[src/rtl/rtc_pkg.sv]
package rtc_pkg;

  typedef enum logic [2:0] {
    SEL_SEC   = 3'd0,
    SEL_MIN   = 3'd1,
    SEL_HOUR  = 3'd2,
    SEL_DATE  = 3'd3,
    SEL_MONTH = 3'd4,
    SEL_WDAY  = 3'd5,
    SEL_YEAR  = 3'd6,
    SEL_NONE  = 3'd7
  } rtc_sel_e;

  typedef struct packed {
    logic [7:0] val;
    logic       wrap;
  } step_t;

  // add one to a two-digit packed BCD value
  function automatic logic [7:0] bcd_inc(input logic [7:0] v);
    if (v[3:0] == 4'd9) return {v[7:4] + 4'd1, 4'd0};
    return {v[7:4], v[3:0] + 4'd1};
  endfunction

  // divisible by four: even tens need ones 0/4/8, odd tens need ones 2/6
  function automatic logic leap_bcd(input logic [7:0] y);
    if (y[4]) return (y[3:0] == 4'd2) || (y[3:0] == 4'd6);
    return (y[3:0] == 4'd0) || (y[3:0] == 4'd4) || (y[3:0] == 4'd8);
  endfunction

  function automatic logic [7:0] month_last(input logic [7:0] mon, input logic [7:0] yr);
    case (mon)
      8'h02:                      return leap_bcd(yr) ? 8'h29 : 8'h28;
      8'h04, 8'h06, 8'h09, 8'h11: return 8'h30;
      default:                    return 8'h31;
    endcase
  endfunction

  // counter that returns to 'first' after 'last'
  function automatic step_t wrap_step(input logic [7:0] v, input logic [7:0] last,
                                      input logic [7:0] first);
    step_t r;
    if (v == last) begin
      r.val  = first;
      r.wrap = 1'b1;
    end else begin
      r.val  = bcd_inc(v);
      r.wrap = 1'b0;
    end
    return r;
  endfunction

  // hours advance in either format; wrap marks the start of a new day
  function automatic step_t hour_step(input logic [7:0] h);
    step_t      r;
    logic [7:0] t;
    r.wrap = 1'b0;
    if (h[7]) begin
      t = bcd_inc({3'b000, h[4:0]});
      if (h[4:0] == 5'h11) begin
        r.val  = {h[7:6], ~h[5], 5'h12};
        r.wrap = h[5];
      end else if (h[4:0] == 5'h12) begin
        r.val = {h[7:5], 5'h01};
      end else begin
        r.val = {h[7:5], t[4:0]};
      end
    end else begin
      t = bcd_inc({2'b00, h[5:0]});
      if (h[5:0] == 6'h23) begin
        r.val  = {h[7:6], 6'h00};
        r.wrap = 1'b1;
      end else begin
        r.val = {h[7:6], t[5:0]};
      end
    end
    return r;
  endfunction

endpackage

[src/rtl/rtc_prescaler.sv]
module rtc_prescaler #(
  parameter int DIV_BITS = 15
) (
  input  logic clk,
  input  logic rst_n,
  input  logic ref_pulse,
  input  logic hold,
  input  logic clr,
  output logic tick
);
  localparam logic [DIV_BITS-1:0] CNT_MAX = {DIV_BITS{1'b1}};

  logic [DIV_BITS-1:0] cnt;

  always_ff @(posedge clk) begin
    if (!rst_n)                 cnt <= '0;
    else if (clr)               cnt <= '0;
    else if (ref_pulse && !hold) cnt <= cnt + 1'b1;
  end

  assign tick = ref_pulse && !hold && (cnt == CNT_MAX);
endmodule

[src/rtl/rtc_time.sv]
module rtc_time
  import rtc_pkg::*;
(
  input  logic       clk,
  input  logic       rst_n,
  input  logic       tick,
  input  logic       ld_en,
  input  rtc_sel_e   ld_sel,
  input  logic [7:0] ld_data,
  output logic [7:0] sec,
  output logic [7:0] min,
  output logic [7:0] hour,
  output logic       sec_wrap,
  output logic       min_wrap,
  output logic       day_carry
);
  step_t s_n, m_n, h_n;

  always_comb begin
    s_n = wrap_step(sec, 8'h59, 8'h00);
    m_n = wrap_step(min, 8'h59, 8'h00);
    h_n = hour_step(hour);
  end

  assign sec_wrap  = tick && s_n.wrap;
  assign min_wrap  = sec_wrap && m_n.wrap;
  assign day_carry = min_wrap && h_n.wrap;

  always_ff @(posedge clk) begin
    if (!rst_n) begin
      sec  <= 8'h00;
      min  <= 8'h00;
      hour <= 8'h00;
    end else if (ld_en) begin
      case (ld_sel)
        SEL_SEC:  sec  <= ld_data;
        SEL_MIN:  min  <= ld_data;
        SEL_HOUR: hour <= ld_data;
        default: ;
      endcase
    end else if (tick) begin
      sec <= s_n.val;
      if (sec_wrap) min  <= m_n.val;
      if (min_wrap) hour <= h_n.val;
    end
  end
endmodule

[src/rtl/rtc_calendar.sv]
module rtc_calendar
  import rtc_pkg::*;
(
  input  logic       clk,
  input  logic       rst_n,
  input  logic       day_carry,
  input  logic       ld_en,
  input  rtc_sel_e   ld_sel,
  input  logic [7:0] ld_data,
  output logic [7:0] date,
  output logic [7:0] month,
  output logic [7:0] wday,
  output logic [7:0] year,
  output logic       mon_wrap,
  output logic       year_wrap
);
  step_t d_n, mo_n, y_n, w_n;

  always_comb begin
    d_n  = wrap_step(date, month_last(month, year), 8'h01);
    mo_n = wrap_step(month, 8'h12, 8'h01);
    y_n  = wrap_step(year, 8'h99, 8'h00);
    w_n  = wrap_step(wday, 8'h07, 8'h01);
  end

  logic date_wrap;
  assign date_wrap = day_carry && d_n.wrap;
  assign mon_wrap  = date_wrap && mo_n.wrap;
  assign year_wrap = mon_wrap && y_n.wrap;

  always_ff @(posedge clk) begin
    if (!rst_n) begin
      date  <= 8'h01;
      month <= 8'h01;
      wday  <= 8'h01;
      year  <= 8'h00;
    end else if (ld_en) begin
      case (ld_sel)
        SEL_DATE:  date  <= ld_data;
        SEL_MONTH: month <= ld_data;
        SEL_WDAY:  wday  <= ld_data;
        SEL_YEAR:  year  <= ld_data;
        default: ;
      endcase
    end else if (day_carry) begin
      wday <= w_n.val;
      date <= d_n.val;
      if (date_wrap) month <= mo_n.val;
      if (mon_wrap)  year  <= y_n.val;
    end
  end
endmodule

[src/rtl/bcd_rtc.sv]
module bcd_rtc
  import rtc_pkg::*;
#(
  parameter int DIV_BITS = 15
) (
  input  logic       clk,
  input  logic       rst_n,
  input  logic       ref_pulse,
  input  logic       ld_en,
  input  logic [2:0] ld_sel,
  input  logic [7:0] ld_data,
  output logic [7:0] sec_o,
  output logic [7:0] min_o,
  output logic [7:0] hour_o,
  output logic [7:0] date_o,
  output logic [7:0] month_o,
  output logic [7:0] wday_o,
  output logic [7:0] year_o,
  output logic       tick_o
);
  rtc_sel_e sel_e;
  logic     div_clr;
  logic     sec_wrap, min_wrap, day_carry, mon_wrap, year_wrap;

  assign sel_e   = rtc_sel_e'(ld_sel);
  assign div_clr = ld_en && (sel_e == SEL_SEC);

  rtc_prescaler #(.DIV_BITS(DIV_BITS)) u_div (
    .clk(clk), .rst_n(rst_n), .ref_pulse(ref_pulse),
    .hold(ld_en), .clr(div_clr), .tick(tick_o)
  );

  rtc_time u_time (
    .clk(clk), .rst_n(rst_n), .tick(tick_o),
    .ld_en(ld_en), .ld_sel(sel_e), .ld_data(ld_data),
    .sec(sec_o), .min(min_o), .hour(hour_o),
    .sec_wrap(sec_wrap), .min_wrap(min_wrap), .day_carry(day_carry)
  );

  rtc_calendar u_cal (
    .clk(clk), .rst_n(rst_n), .day_carry(day_carry),
    .ld_en(ld_en), .ld_sel(sel_e), .ld_data(ld_data),
    .date(date_o), .month(month_o), .wday(wday_o), .year(year_o),
    .mon_wrap(mon_wrap), .year_wrap(year_wrap)
  );
endmodule

[config.mk]
export PLATFORM = sky130hd
export DESIGN_NAME = bcd_rtc
export DESIGN_NICKNAME = d
export VERILOG_FILES = /design/src/rtl/rtc_pkg.sv /design/src/rtl/rtc_prescaler.sv /design/src/rtl/rtc_time.sv /design/src/rtl/rtc_calendar.sv /design/src/rtl/bcd_rtc.sv
export SDC_FILE = /design/constraint.sdc
export NUM_CORES = 1
export LEC_CHECK = 0
export ABC_AREA = 1
export BUFFER_PORTS_ARGS = -buffer_cell sky130_fd_sc_hd__buf_4
export CAP_MARGIN = 20
export CORE_MARGIN = 1
export CORE_UTILIZATION = 52
export DETAILED_ROUTE_END_ITERATION = 16
export PLACE_DENSITY_LB_ADDON = 0.12
export SLEW_MARGIN = 5
export SYNTH_ARGS = -nofsm -noshare
export SYNTH_HDL_FRONTEND = slang
export SYNTH_SLANG_ARGS = --single-unit
[constraint.sdc]
create_clock -name clk -period 1.9 [get_ports clk]
set_input_delay 0.285 -clock clk [delete_from_list [all_inputs] [get_ports clk]]
set_output_delay 0.285 -clock clk [all_outputs]
set_load 0.01 [all_outputs]
==> results.md <==
- Io pins: 72
- Total global-route track usage: 0.289
- Worst EP arrival: 2.22 ns
- Initial antenna violation count: 0
- Number of setup violations in the final report: 5
- Startpoint types: flip-flop
- Worst Path Required: 2.19 ns
- Worst hold path type: input port to flip-flop
- Die Y: 94.3 µm
- Avg Inst Size Synth: 6.67 µm²
- Syn. warnings: 0
- Slowest stage delay, CP: 0.36 ns
- Hold_buf cts: 0
- Share of flip-flops with an asynchronous set or reset: 0
- Worst setup EP type: flip-flop
- CTS tree: built
- Port Buffers: 71
- Residual DRC count: 0
- Sw Pwr: 969 µW
- Final slew viol count: 0
- Critical Path Fanout Max: 8
- Congestion Overflow GR: 0
- Int Pwr: 2500 µW
- Multi-input logic area: 2720 µm²
- Die X-Extent: 94.3 µm
- Crit-path slowest cell: dfxtp_2
- Post-synthesis sequential area ratio: 0.321
- CORE AREA: 8220 µm²
- Post-DP HPWL: 8940 µm
- Number of diodes: 0
- Final setup skew: 0.0109 ns
- Utilization after layout: 0.690
- Vias in the first global route: 4,271
- Clock tree buffer depth: 2
- Starting Density: 0.540
- RSZ-0062 raised after global routing: true
- Sequential power share: 0.455
- Clock Sinks: 71
- Flops & latches, synth: 71
- Combinational power share: 0.139
- Post-Synthesis Cells: 665
- Die area: 8900 µm²
- Maxcap violations: 0
- Hold WS: 0.168 ns
- Reg area: 1430 µm²
- Netlist Area Pre-Place: 4430 µm²
- Routed WL per cell: 14.0 µm
- Post-synthesis cell type count: 40
- DR iter-0 viols: 317
- Top_reg_cell synth: dfxtp_1
- Crit path max-delay family: simple AND/OR/NAND/NOR gates
- Post-synth EDFFs: 0
- Sw frac: 0.279
- Layout cells sized above 1: 0.237
- GPL Wtd Cong: 0.856
- # rows: 33
- Clock Tree Root: clkbuf_8
- FILL cells: 735
- Status: complete, but fails checks
- LEAKAGE: 0.00270 µW
- Post-layout nets: 806
- Failing checks: setup timing
- Largest net degree at the start of global routing: 38
- Setup ws final: -0.0244 ns
- Setup_tns: -0.0698 ns
- CTS clock-pin slew for the worst setup and hold paths: 0.09 ns
- H-tree depth: 3
- Synth-to-layout area growth: 27.8%
- Final Cycle Share: 1.01
- Vias per cell: 5.32
- Buffers and inverters on the worst path: 2
- Pwr per Cell Area: 612 nW/µm²
- Final Critical Period: 1.92 ns
- Slew margin rel.: 0.696
- Worst Setup Path Type: flip-flop to flip-flop
- Crit-path cells: ha_4 -> nand3_2 -> inv_2 -> nand2_4 -> nor2_4 -> nand3_4 -> nor2_4 -> nand2_4 -> o21ai_4 -> buf_6 -> a21oi_1 -> nor2_1
- Vias post-DR: 4,687
- Total CTS buffers: 9
- Worst skew pair latency: 0.36 ns
- Worst Tran Pin Value: 0.455 ns
- Detailed Routing Iterations Pass 1: 5
- WL final: 12,300 µm
- Final hold vios: 0
- Final ANT Viol Nets: 0
- VDD IR max: 330 µV
- Max Clk Rate: 0.520 GHz
- First-pass GRT wire length: 19,900 µm
- Post-synth net total: 700
- Clock Power Share: 0.406
- Pwr Total: 3470 µW
-- power by group through the flow --
stage	Sequential (µW)	Combinational (µW)	Clock, µW
4_1_cts	1580	472	1410
3_3_place_gp	1610	456	0
6_report	1580	484	1410
2_1_floorplan	1620	252	0
3_5_place_dp	1610	465	0
5_1_grt	1590	536	1490
-- final cells by class --
class,count,share of cell area
multi-input cells,492,0.480
flip-flops and latches,71,0.252
repair buffers,107,0.144
inverters,90,0.0596
clock buffers,10,0.0243
well taps,105,0.0232
clock inverters,6,0.0163
-- cell families (layout without fill, tap and decap cells) --
family | after synthesis | after routing | synth area share
AOI/OAI and AO/OA | 139 | 139 | 0.169
xor gates and xnor gates | 22 | 22 | 0.0435
adders and majority gates | 20 | 20 | 0.0564
buffers and inverters | 102 | 213 | 0.0883
DFF | 71 | 71 | 0.321
and+or+nand+nor | 311 | 311 | 0.322
-- what timing repair did --
item                       CTS  global route
gates resized for setup     11            25
buffers inserted             1             3
setup endpoints to repair   24            38
pin swaps                    2            14
-- flip-flops by register name, summed over array words and instances, names as in the netlist --
name         cells
u_time.min       8
u_time.sec       8
u_cal.wday       8
u_div.cnt       15
u_cal.year       8
u_time.hour      8
u_cal.month      8
u_cal.date       8
-- worst min-delay path, stage by stage --
cell	delay, ns
buf_4	0.08
nor2_1	0.04
nor2_1	0.08
-- Yosys cell counts, types with 2 or more instances --
library cell  count  area share
nand3_1          48       0.054
nand2_1         113       0.096
ha_1             20       0.056
nand3_2           3      0.0068
inv_1            83       0.070
nand3b_1          4      0.0068
nand4_1           3      0.0042
nor2_2            5      0.0071
nor3_1            8      0.0090
inv_2             7      0.0059
a21oi_1          42       0.047
nand2_2           5      0.0071
clkbuf_1          9      0.0076
dfxtp_1          71        0.32
o21ai_0          70       0.079
nor2_4            4       0.010
o21ai_1           6      0.0068
o211ai_1          3      0.0051
o31ai_1           2      0.0034
a31oi_1           8       0.011
xor2_1           15       0.030
or2_2             6      0.0085
nor2_1          103       0.087
a211oi_1          3      0.0051
xnor2_1           7       0.014
nand3_4           2      0.0079
o2111ai_1         2      0.0040
-- placed cells by master, fill, tap and decap left out, types with 2 or more instances in the layout --
cell | synthesis | layout
clkinvlp_4 | 0 | 2
nand2_2 | 5 | 10
buf_6 | 1 | 4
a31oi_1 | 8 | 8
o21ai_0 | 70 | 69
nand3_1 | 48 | 47
ha_1 | 20 | 18
nand4_1 | 3 | 3
a21oi_1 | 42 | 41
nor2_2 | 5 | 4
or2_2 | 6 | 6
xor2_1 | 15 | 15
nand2_4 | 1 | 2
nor2_4 | 4 | 7
inv_1 | 83 | 81
inv_2 | 7 | 9
nand3b_1 | 4 | 4
o31ai_1 | 2 | 2
dfxtp_2 | 0 | 5
nand3_4 | 2 | 4
xnor2_1 | 7 | 7
nand3_2 | 3 | 2
bufinv_16 | 0 | 2
buf_4 | 0 | 103
nand2_1 | 113 | 107
o211ai_1 | 3 | 3
nor3_1 | 8 | 7
clkbuf_8 | 0 | 10
o21ai_2 | 0 | 3
nor2_1 | 103 | 101
nor3_2 | 1 | 2
o21ai_1 | 6 | 4
a211oi_1 | 3 | 3
o2111ai_1 | 2 | 2
dfxtp_1 | 71 | 66
-- routing by layer --
metal | vias to the layer above | wire length (µm) | GRT usage
li1 | 2375 | - | -
met1 | 2148 | 5640 | 0.380
met2 | 141 | 5660 | 0.469
met3 | 23 | 725 | 0.0467
met4 | 0 | 301 | 0.121
met5 | - | 0 | 0
-- metrics by stage --
step	cell area (µm²)	std cells	worst slack, ns
global route	5670	881	-0.146
floorplan	4430	665	0.0332
finish	5670	881	-0.0244
global placement	5290	861	0.0315
CTS	5570	878	-0.0126
detailed placement	5290	861	-0.0408
-- worst paths after layout --
check	start	endpoint	slack, ns	cells after the start
worst min-delay path	ld_data[6]	u_time.hour[6]	0.17	3
worst max register to register	u_div.cnt[1]	u_cal.month[4]	-0.02	12
worst min register to register	u_div.cnt[13]	u_div.cnt[13]	0.46	2
worst max-delay path	u_div.cnt[1]	u_cal.month[4]	-0.02	12
Power figures use the tool's default switching activity.
